--- src/rtl/way_gate_ctrl.sv ---
module way_gate_ctrl #(
  parameter int NWAYS    = 8,
  parameter int MIN_WAYS = 2,
  parameter int CNT_W    = 16,
  parameter int IV_W     = 16,
  parameter int THR_W    = 8,
  localparam int PW = $clog2(NWAYS),
  localparam int AW = $clog2(NWAYS + 1),
  localparam int MW = CNT_W + THR_W
) (
  input  logic             clk,
  input  logic             rst_n,
  input  logic             acc_valid,
  input  logic             acc_hit,
  input  logic [PW-1:0]    acc_pos,
  input  logic [IV_W-1:0]  interval_len,
  input  logic [THR_W-1:0] thr_hi,
  input  logic [THR_W-1:0] thr_lo,
  input  logic             flush_ack,
  output logic [NWAYS-1:0] way_mask,
  output logic             flush_req,
  output logic [PW-1:0]    flush_way
);

  logic [AW-1:0]    active;
  logic [IV_W-1:0]  acc_cnt;
  logic [CNT_W-1:0] mru_cnt, lru_cnt;
  logic             eval;

  wire is_mru  = acc_valid && acc_hit && (acc_pos == '0);
  wire is_lru  = acc_valid && acc_hit && (AW'(acc_pos) == active - AW'(1));
  wire is_last = acc_valid && (acc_cnt == interval_len - IV_W'(1));

  wire [MW-1:0] mru_x  = {{THR_W{1'b0}}, mru_cnt};
  wire [MW-1:0] lim_hi = {{THR_W{1'b0}}, lru_cnt} * {{CNT_W{1'b0}}, thr_hi};
  wire [MW-1:0] lim_lo = {{THR_W{1'b0}}, lru_cnt} * {{CNT_W{1'b0}}, thr_lo};

  wire go_down = eval && !flush_req && (mru_x > lim_hi) && (active > AW'(MIN_WAYS));
  wire go_up   = eval && !flush_req && !go_down && (mru_x < lim_lo) && (active < AW'(NWAYS));

  genvar i;
  generate
    for (i = 0; i < NWAYS; i++) begin : g_mask
      assign way_mask[i] = (active > AW'(i));
    end
  endgenerate

  always_ff @(posedge clk) begin
    if (!rst_n) begin
      acc_cnt <= '0;
      eval    <= 1'b0;
    end else begin
      eval <= is_last;
      if (is_last)        acc_cnt <= '0;
      else if (acc_valid) acc_cnt <= acc_cnt + IV_W'(1);
    end
  end

  always_ff @(posedge clk) begin
    if (!rst_n) begin
      mru_cnt <= '0;
      lru_cnt <= '0;
    end else if (eval) begin
      mru_cnt <= CNT_W'(is_mru);
      lru_cnt <= CNT_W'(is_lru);
    end else begin
      if (is_mru && mru_cnt != '1) mru_cnt <= mru_cnt + CNT_W'(1);
      if (is_lru && lru_cnt != '1) lru_cnt <= lru_cnt + CNT_W'(1);
    end
  end

  always_ff @(posedge clk) begin
    if (!rst_n) begin
      active    <= AW'(NWAYS);
      flush_req <= 1'b0;
      flush_way <= '0;
    end else if (flush_req && flush_ack) begin
      flush_req <= 1'b0;
      active    <= active - AW'(1);
    end else if (go_down) begin
      flush_req <= 1'b1;
      flush_way <= PW'(active - AW'(1));
    end else if (go_up) begin
      active <= active + AW'(1);
    end
  end

  AST_RESET_STATE: assert property (@(posedge clk) !rst_n |=> (&way_mask) && !flush_req);
  AST_FLOOR_CEIL: assert property (@(posedge clk) disable iff (!rst_n)
    $countones(way_mask) >= MIN_WAYS && $countones(way_mask) <= NWAYS);
  AST_HOLD_IN_FLUSH: assert property (@(posedge clk) disable iff (!rst_n)
    (flush_req && !flush_ack) |=> $stable(way_mask));
  AST_FLUSH_DONE: assert property (@(posedge clk) disable iff (!rst_n)
    (flush_req && flush_ack) |=> (!flush_req &&
      $countones(way_mask) == $countones($past(way_mask)) - 1));
  AST_ONE_STEP: assert property (@(posedge clk) disable iff (!rst_n)
    $countones(way_mask ^ $past(way_mask)) <= 1);
  AST_FLUSH_TOP: assert property (@(posedge clk) disable iff (!rst_n)
    flush_req |-> (way_mask[flush_way] && $countones(way_mask) == int'(flush_way) + 1));
  AST_CONTIG: assert property (@(posedge clk) disable iff (!rst_n)
    ((way_mask + NWAYS'(1)) & way_mask) == '0);

endmodule

--- config.mk ---
export PLATFORM = sky130hd
export DESIGN_NAME = way_gate_ctrl
export DESIGN_NICKNAME = d
export VERILOG_FILES = /design/src/rtl/way_gate_ctrl.sv
export SDC_FILE = /design/constraint.sdc
export NUM_CORES = 1
export LEC_CHECK = 0
export ABC_AREA = 1
export BUFFER_PORTS_ARGS = -buffer_cell sky130_fd_sc_hd__buf_2
export CORE_UTILIZATION = 51
export CTS_CLUSTER_DIAMETER = 80
export DETAILED_ROUTE_END_ITERATION = 12
export PLACE_DENSITY = 0.68
export SYNTH_ARGS = -nofsm -noshare
export SYNTH_HDL_FRONTEND = slang
export SYNTH_SLANG_ARGS = --single-unit
--- constraint.sdc ---
create_clock -name clk -period 15.95 [get_ports clk]
set_input_delay 3.19 -clock clk [delete_from_list [all_inputs] [get_ports clk]]
set_output_delay 3.19 -clock clk [all_outputs]
set_load 0.05 [all_outputs]
==> run_results.csv, run 1 <==
group,metric,value,unit
status,run_status,"completed",
cts,cts.reportedPaths.clkPinSlew,0.06,ns
min_path,hold_class,"reg -> reg",
layout,proportion_of_layout_cells_with_a_drive_suffix_above_1,6.504,%
cts,post-cts-setup-buffers,0,
synth,synth.yosys.warnings,0,
grt,gr-total-overflow,0,
placed_design,place.port_buffers,51,
timing,final.min_clock_period,8.322,ns
synth,synth_edf_count,0,
cts,number_of_h_tree_branching_levels,3,
drt,drtAntennaViolNets,0,
layout,fillerInstances,2505,
floorplanning,num_io_pins,52,
synth,netlist_area,13370,um^2
drt,post_drt_wl_per_cell,14.02,um
critical_path,worst_path_largest_cell_delay,0.56,ns
timing,final.setup_skew,0.01002,ns
timing,drv_slew,0,
cts,cts_hold_buf,0,
cts,post_cts_resize_count,0,
drt,drt_first_iter_violations,762,
grt,grt_first_pass_wirelength,55.75,mm
timing,max_slew.worst_pin.slew,1.034,ns
floorplanning,design.die.area,26870,um^2
layout,final_net_count,2345,
synth,post_synth_xor_area_fraction,4.651,%
floorplanning,floorplan.initialDensity,52.50,%
synth,synth_compound_area_share,5.100,%
synth,ys_dominant_reg_cell,"dfxtp_1",
timing,final_hold_viol_count,0,
critical_path,critPathCaptureType,"flop",
critical_path,critical_path_class,"in -> reg",
cts,clk-insertion-delay-late,0.34,ns
layout,final_cell_area,14150,um^2
synth,multiplexer_share_of_the_synthesized_area,0.07486,%
cts,clock_sink_count,57,
pwr,power.density_cell_area,28.18,nW/um^2
grt,antenna_found_initial,0,
critical_path,slowest_stage,"fa_1",
timing,worst_slack,7.628,ns
synth,synth-adder-area-share,37.04,%
drt,vias,11873,
grt,grt_start_max_net_pins,22,
grt,vias_in_the_first_global_route,11477,
synth,synth_fp_nets,2344,
timing,slew_headroom,31.00,%
synth,synth.avg_cell_area,6.656,um^2
grt,grt_usage,26.19,%
timing,rsz0062_at_grt,"no",
floorplanning,die_height,163.9,um
drt,via_per_inst,5.065,
placed_design,rd_place_congestion,0.9409,
cts,tritoncts.num_buffers,9,
pwr,irDropWorstVdd,0.00006239,V
synth,seq_area_frac_synth,8.534,%
critical_path,worst_path_most_repeated_cell,"nor2_1",
placed_design,dp_hpwl,26.65,mm
synth,syn_inst,2009,
timing,maxClockFrequency,0.1202,GHz
timing,min_period_over_period,52.18,%
cts,clock-root-buffer,"clkbuf_16",
flow_run,maxCapViolCount,0,
drt,wl,32.86,mm
layout,layout.cells.most_common_list,"552 x nand2_1, 540 x inv_1, 168 x fa_1, 127 x ha_1, 110 x nor2_1",
floorplanning,placeableCoreArea,25470,um^2
critical_path,path_max_fanout,16,
timing,hold_slack,0.4450,ns
synth,yosysUniqueCellTypes,50,
critical_path,worst-endpoint-arrival,8.56,ns
timing,setup_viol,0,
pwr,total_power,0.0003986,W
layout,final_common_cell,"nand2_1",
floorplanning,floorplan.rows,58,
placed_design,placement.cell_area,13830,um^2
placed_design,pre_cts_slack,7.285,ns
timing,setup-tns-final,0,ns
layout,antenna-diode-count,0,
drt,drt_first_pass_iters,5,
critical_path,critical_path.startpoint_type,"input pin",
cts,tritoncts,"built",
synth,simple_gate_fraction_of_synth_area,27.11,%
pwr,power.leakage,8.657,nW
floorplanning,die_w,163.9,um
synth,synth-seq-cells,57,
synth,largest_family_of_logic_cells_by_synthesized_area,"adder cells",
critical_path,critPathRequiredTime,16.19,ns
drt,drcViolationCount,0,
synth,synth-async-reset-ratio,0,%
layout,flow.area_growth_from_synthesis,5.792,%
cts,clock_path_buffers,2,
## final timing paths
kind | from | to | slack [ns] | depth (start not counted)
max | thr_hi[6] | active[0] | 7.63 | 31
max reg2reg | lru_cnt[7] | active[0] | 9.84 | 30
min reg2reg | flush_way[0] | flush_way[0] | 0.44 | 2
min | flush_way[0] | flush_way[0] | 0.44 | 2
## layer usage
layer  track usage [%]  wire length, um  share of wire, %  vias to the layer above
met4             5.682              502               1.5                        0
met2             43.95            15430                47                      335
met5                 0                0                 0                        -
li1                  -                -                 -                     5892
met1             35.78            14940                45                     5606
met3             3.586             1991               6.1                       40
## critical path, delay by kind of cell
kind            cells  cell delay, ns
fa+ha+maj           6            2.76
simple gates       16            1.51
buf+inv             6            0.58
compound gates      2            0.32
xor+xnor            1            0.20
## cell families (layout without fill, tap and decap cells)
| group | Yosys count | count (layout) |
|---|---|---|
| adder cells (fa/ha/maj) | 295 | 295 |
| AND/OR/NAND/NOR | 840 | 840 |
| buffers and inverters | 618 | 623 |
| flip-flops | 57 | 57 |
| AO/OA/AOI/OAI | 127 | 127 |
| multiplexers | 1 | 1 |
| XOR/XNOR | 71 | 71 |
## layout make-up
cell class | instances | area [um^2] | area share [%]
Sequential cell | 57 | 1141 | 8.066
Tap cell | 330 | 412.9 | 2.919
Multi-Input combinational cell | 1334 | 9891 | 69.92
Timing Repair Buffer | 61 | 330.3 | 2.335
Clock buffer | 10 | 239.0 | 1.689
Inverter | 547 | 2053 | 14.51
Clock inverter | 5 | 78.83 | 0.5572
## per-stage QoR
| step | util (%) | cells |
|---|---|---|
| CTS | 55.54 | 2344 |
| finish | 55.54 | 2344 |
| global route | 55.54 | 2344 |
| detailed placement | 54.29 | 2329 |
| global placement | 54.29 | 2329 |
| floorplan | - | 2009 |
## flip-flops by register name, indices dropped and copies added, names as in the netlist
signal     cells
acc_cnt       16
active         4
eval           1
flush_req      1
flush_way      3
lru_cnt       16
mru_cnt       16
## cells in the mapped netlist, drive strengths merged (2+ instances only)
cell	number	share of area, %
o21a	4	0.22
nor4	7	0.53
fa	168	25
nand3b	2	0.11
clkbuf	60	1.7
nand2	569	16
o21ai	33	1.2
nand4	25	1.2
ha	127	12
inv	547	15
xnor2	27	1.8
a21oi	74	2.8
nor3b	6	0.34
a31oi	4	0.19
or2	5	0.23
nor3	34	1.7
and2	2	0.094
dfxtp	57	8.5
a211oi	3	0.17
nor2	121	3.7
buf	11	0.45
o31ai	2	0.11
nand3	68	2.8
o21bai	3	0.17
xor2	44	2.9
## power by group
part / total [W] / switching (W) / internal (W)
combinational: 0.0000404 / 0.0000287 / 0.0000117
sequential: 0.000144 / 0.000000946 / 0.000143
clock: 0.000214 / 0.0000740 / 0.000140
total: 0.000399 / 0.000104 / 0.000295
Power figures use the tool's default switching activity.
==> run 2: changes to the inputs <==
==> constraint.sdc (replaced) <==
create_clock -name clk -period 8.6 [get_ports clk]
set_input_delay 1.72 -clock clk [delete_from_list [all_inputs] [get_ports clk]]
set_output_delay 1.72 -clock clk [all_outputs]
set_load 0.05 [all_outputs]
==> run_results.csv, run 2 (synthesis results as in run 1) <==
group,metric,value,unit
timing,setup-tns-final,0,ns
critical_path,worst-endpoint-arrival,7.14,ns
placed_design,dp_hpwl,26.85,mm
drt,wl_met2,15.65,mm
floorplanning,placeableCoreArea,25470,um^2
drt,wl,33.15,mm
floorplanning,die_height,163.9,um
layout,final_net_count,2345,
grt,grt_usage,26.22,%
critical_path,worst_path_most_repeated_cell,"nand2_1",
cts,clock-root-buffer,"clkbuf_16",
grt,grt_start_max_net_pins,22,
layout,proportion_of_layout_cells_with_a_drive_suffix_above_1,6.504,%
layout,flow.area_growth_from_synthesis,5.792,%
pwr,power.density_cell_area,52.12,nW/um^2
timing,drv_slew,0,
timing,setup_viol,0,
drt,met3WireLength,2.102,mm
grt,antenna_found_initial,0,
drt,drt_first_iter_violations,632,
layout,final_common_cell,"nand2_1",
timing,final_hold_viol_count,0,
layout,final_cell_area,14150,um^2
flow_run,maxCapViolCount,0,
critical_path,worst_path_largest_cell_delay,0.56,ns
drt,drt-met1-wl,14.88,mm
cts,clock_sink_count,57,
cts,cts_hold_buf,0,
critical_path,critPathCaptureType,"flop",
cts,clock_path_buffers,2,
timing,final.setup_skew,0.01134,ns
drt,dr_top_layer,"met4",
placed_design,placement.cell_area,13830,um^2
layout,antenna-diode-count,0,
drt,post_drt_wl_per_cell,14.14,um
cts,post_cts_resize_count,0,
floorplanning,floorplan.rows,58,
cts,number_of_h_tree_branching_levels,3,
floorplanning,floorplan.initialDensity,52.50,%
min_path,hold_class,"reg -> reg",
pwr,irDropWorstVdd,0.00009608,V
drt,drcViolationCount,0,
drt,drt_first_pass_iters,5,
cts,tritoncts,"built",
timing,max_slew.worst_pin.slew,1.067,ns
timing,final.min_clock_period,6.905,ns
grt,gr-total-overflow,0,
timing,worst_slack,1.695,ns
placed_design,pre_cts_slack,1.354,ns
critical_path,critical_path.startpoint_type,"input pin",
cts,tritoncts.num_buffers,9,
pwr,power.leakage,8.657,nW
placed_design,rd_place_congestion,0.9428,
grt,vias_in_the_first_global_route,11578,
drt,drtAntennaViolNets,0,
drt,vias,11906,
timing,rsz0062_at_grt,"no",
floorplanning,num_io_pins,52,
critical_path,path_max_fanout,16,
timing,maxClockFrequency,0.1448,GHz
timing,min_period_over_period,80.29,%
floorplanning,design.die.area,26870,um^2
pwr,total_power,0.0007373,W
status,run_status,"completed",
layout,top_regs,"acc_cnt x16, lru_cnt x16, mru_cnt x16",
cts,post-cts-setup-buffers,0,
cts,clk-insertion-delay-late,0.34,ns
grt,grt_first_pass_wirelength,55.95,mm
layout,layout.cells.most_common_list,"552 x nand2_1, 540 x inv_1, 168 x fa_1, 127 x ha_1, 110 x nor2_1",
critical_path,slowest_stage,"fa_1",
floorplanning,die_w,163.9,um
timing,slew_headroom,28.74,%
critical_path,critPathRequiredTime,8.84,ns
placed_design,place.port_buffers,51,
critical_path,critical_path_class,"in -> reg",
cts,cts.reportedPaths.clkPinSlew,0.06,ns
drt,via_per_inst,5.079,
run 2: worst paths after layout:
| check | from | to | slack (ns) | cells after the start |
|---|---|---|---|---|
| hold / removal | flush_way[0] | flush_way[0] | 0.45 | 2 |
| hold reg to reg | flush_way[0] | flush_way[0] | 0.45 | 2 |
| setup / recovery | thr_hi[7] | active[0] | 1.70 | 30 |
| setup reg to reg | lru_cnt[7] | active[0] | 2.40 | 30 |
run 2: worst max-delay path, delay by kind of cell:
family,cells,cell delay (ns)
buffers and inverters,5,0.49
xor gates and xnor gates,1,0.16
adders and majority gates,6,2.85
and+or+nand+nor,17,1.82
AOI/OAI and AO/OA,1,0.09
run 2: cell type report:
type,count,area (um^2)
fill,2525,11330
multi-input combinational,1334,9891
inverter,547,2053
sequential,57,1141
tap,330,412.9
timing repair buffer,61,330.3
clock buffer,10,239.0
clock inverter,5,78.83
run 2: power by group:
group	switching (W)	internal, W	total, W
clock	0.000135	0.000260	0.000395
combinational	0.0000538	0.0000218	0.0000756
sequential	0.00000175	0.000265	0.000267
total	0.000190	0.000547	0.000737
run 2: layer usage:
layer / GRT usage [%] / vias up
met5: 0 / -
met3: 4.192 / 41
met4: 6.187 / 0
met1: 35.37 / 5635
met2: 43.86 / 331
li1: - / 5899
run 2: metrics by stage:
stage	hold WS [ns]	cells	utilization, %
6_report	0.4469	2344	55.54
5_1_grt	0.4836	2344	55.54
4_1_cts	0.4492	2344	55.54
3_5_place_dp	0.4366	2329	54.29
3_3_place_gp	0.4350	2329	54.29
2_1_floorplan	0.4792	2009	-
==> run 3: changes to the inputs <==
--- a/config.mk
+++ b/config.mk
@@ -10,7 +10,7 @@
 export CORE_UTILIZATION = 51
 export CTS_CLUSTER_DIAMETER = 80
 export DETAILED_ROUTE_END_ITERATION = 12
-export PLACE_DENSITY = 0.68
+export PLACE_DENSITY = 0.7
 export SYNTH_ARGS = -nofsm -noshare
 export SYNTH_HDL_FRONTEND = slang
 export SYNTH_SLANG_ARGS = --single-unit
==> constraint.sdc (replaced) <==
create_clock -name clk -period 5.6 [get_ports clk]
set_input_delay 1.12 -clock clk [delete_from_list [all_inputs] [get_ports clk]]
set_output_delay 1.12 -clock clk [all_outputs]
set_load 0.05 [all_outputs]
==> run_results.csv, run 3 (synthesis results as in run 1) <==
group,metric,value,unit
pwr,power.leakage,9.887,nW
pwr,power_report.internal_total,0.0008682,W
placed_design,pre_cts_slack,-0.8155,ns
layout,layout.cells.most_common_list,"520 x inv_1, 517 x nand2_1, 204 x buf_4, 164 x fa_1, 110 x ha_1",
timing,final.setup_skew,0.005847,ns
timing,slew_headroom,55.79,%
critical_path,worst-endpoint-arrival,6.21,ns
critical_path,critical_path.startpoint_type,"input pin",
drt,vias,12796,
drt,wl,35.71,mm
pwr,total_power,0.001186,W
timing,max_slew.worst_pin.slew,0.6571,ns
min_path,hold_class,"reg -> reg",
timing,final.min_clock_period,5.929,ns
cts,cts.reportedPaths.clkPinSlew,0.06,ns
pwr,irDropWorstVdd,0.00009324,V
layout,instances_no_fill,2549,
placed_design,dp_cells,2508,
layout,top_regs,"acc_cnt x16, lru_cnt x16, mru_cnt x16",
pwr,part_of_the_power_in_registers,34.5,%
floorplanning,die_height,163.9,um
critical_path,critPathCaptureType,"flop",
grt,grt_start_max_net_pins,19,
cts,clock_path_buffers,2,
critical_path,worst_path_largest_cell_delay,0.55,ns
grt,vias_in_the_first_global_route,12774,
cts,clock-root-buffer,"clkbuf_16",
layout,final_net_count,2548,
drt,drt_first_pass_iters,5,
layout,proportion_of_layout_cells_with_a_drive_suffix_above_1,20.24,%
critical_path,path_max_fanout,6,
floorplanning,floorplan.initialDensity,52.50,%
cts,tritoncts.num_buffers,9,
cts,cts_hold_buf,0,
pwr,part_of_the_total_power_dissipated_in_combinational_logic,13.5,%
cts,number_of_h_tree_branching_levels,3,
drt,post_drt_wl_per_cell,14.01,um
critical_path,rrSetupSlack,-0.21,ns
grt,grt_first_pass_wirelength,59.04,mm
layout,final_common_cell,"inv_1",
placed_design,rd_place_congestion,0.9470,
floorplanning,floorplan.rows,58,
critical_path,slowest_stage,"fa_1",
drt,drtAntennaViolNets,0,
drt,drt_first_iter_violations,751,
floorplanning,placeableCoreArea,25470,um^2
placed_design,dp_hpwl,29.42,mm
pwr,power_switching,0.0003178,W
timing,drv_slew,0,
cts,clock_sink_count,57,
grt,antenna_found_initial,2,
timing,final_hold_viol_count,0,
timing,rsz0062_at_grt,"yes",
drt,drcViolationCount,0,
critical_path,critPathRequiredTime,5.88,ns
floorplanning,die_w,163.9,um
flow_run,maxCapViolCount,0,
status,run_status,"finished, violations left",
status,failing_checks,"negative setup slack",
pwr,power.density_cell_area,72.03,nW/um^2
timing,maxClockFrequency,0.1687,GHz
placed_design,placement.cell_area,15400,um^2
timing,setup_viol,8,
timing,worst_slack,-0.3287,ns
grt,grt_usage,27.73,%
layout,flow.area_growth_from_synthesis,23.15,%
cts,clk-insertion-delay-late,0.34,ns
pwr,clock_power_share,52.0,%
critical_path,critical_path_class,"in -> reg",
floorplanning,design.die.area,26870,um^2
timing,min_period_over_period,105.9,%
pwr,netSwitchingFraction,26.80,%
grt,gr-total-overflow,0,
placed_design,place.port_buffers,51,
floorplanning,num_io_pins,52,
layout,final_cell_area,16470,um^2
drt,via_per_inst,5.020,
cts,tritoncts,"built",
==> run 3: worst max-delay path, delay by kind of cell <==
family,cells,cell delay [ns]
xor gates and xnor gates,1,0.13
and+or+nand+nor,18,1.72
adders and majority gates,6,2.73
buffers and inverters,7,0.49
==> run 3: power by group through the flow <==
stage	Sequential, W	Clock [W]	Combinational, W
2_1_floorplan	0.000418	0	0.0000843
3_3_place_gp	0.000418	0	0.000137
3_5_place_dp	0.000418	0	0.000140
4_1_cts	0.000409	0.000625	0.000149
5_1_grt	0.000410	0.000639	0.000173
6_report	0.000409	0.000616	0.000160
==> run 3: layer usage <==
layer  part of all wire (%)  track usage, %
met1                     42           34.49
met2                     49           49.09
met3                    5.5           3.333
met4                    3.0           10.10
met5                  0.076               0
==> run 3: area by class of cell <==
class | count | area (um^2)
Antenna cell | 1 | 2.502
Inverter | 547 | 2056
Timing Repair Buffer | 264 | 2052
Fill cell | 2224 | 9005
Multi-Input combinational cell | 1334 | 10480
Sequential cell | 57 | 1141
Clock buffer | 9 | 225.2
Clock inverter | 7 | 102.6
Tap cell | 330 | 412.9
==> run 3: path summary, 6_finish.rpt <==
kind,from,end,depth (start not counted)
worst max register to register,lru_cnt[6],active[0],32
worst min-delay path,flush_way[0],flush_way[0],2
worst min register to register,flush_way[0],flush_way[0],2
worst max-delay path,thr_hi[4],active[0],32
==> run 3: timing repair <==
action | CTS | global route
resized for setup | 51 | 85
endpoints found under the setup margin | 8 | 8
setup buffers | 14 | 9
pin swaps | 49 | 69
gates cloned | 0 | 2
==> run 3: metrics by stage <==
stage          hold slack [ns]  TNS [ns]  util, %
2_1_floorplan           0.4792    -1.986        -
5_1_grt                 0.4593    -4.184    64.64
6_report                0.4450    -2.152    64.65
3_3_place_gp            0.4304    -6.046    60.47
3_5_place_dp            0.4385    -6.008    60.47
4_1_cts                 0.4485    -1.411    62.91
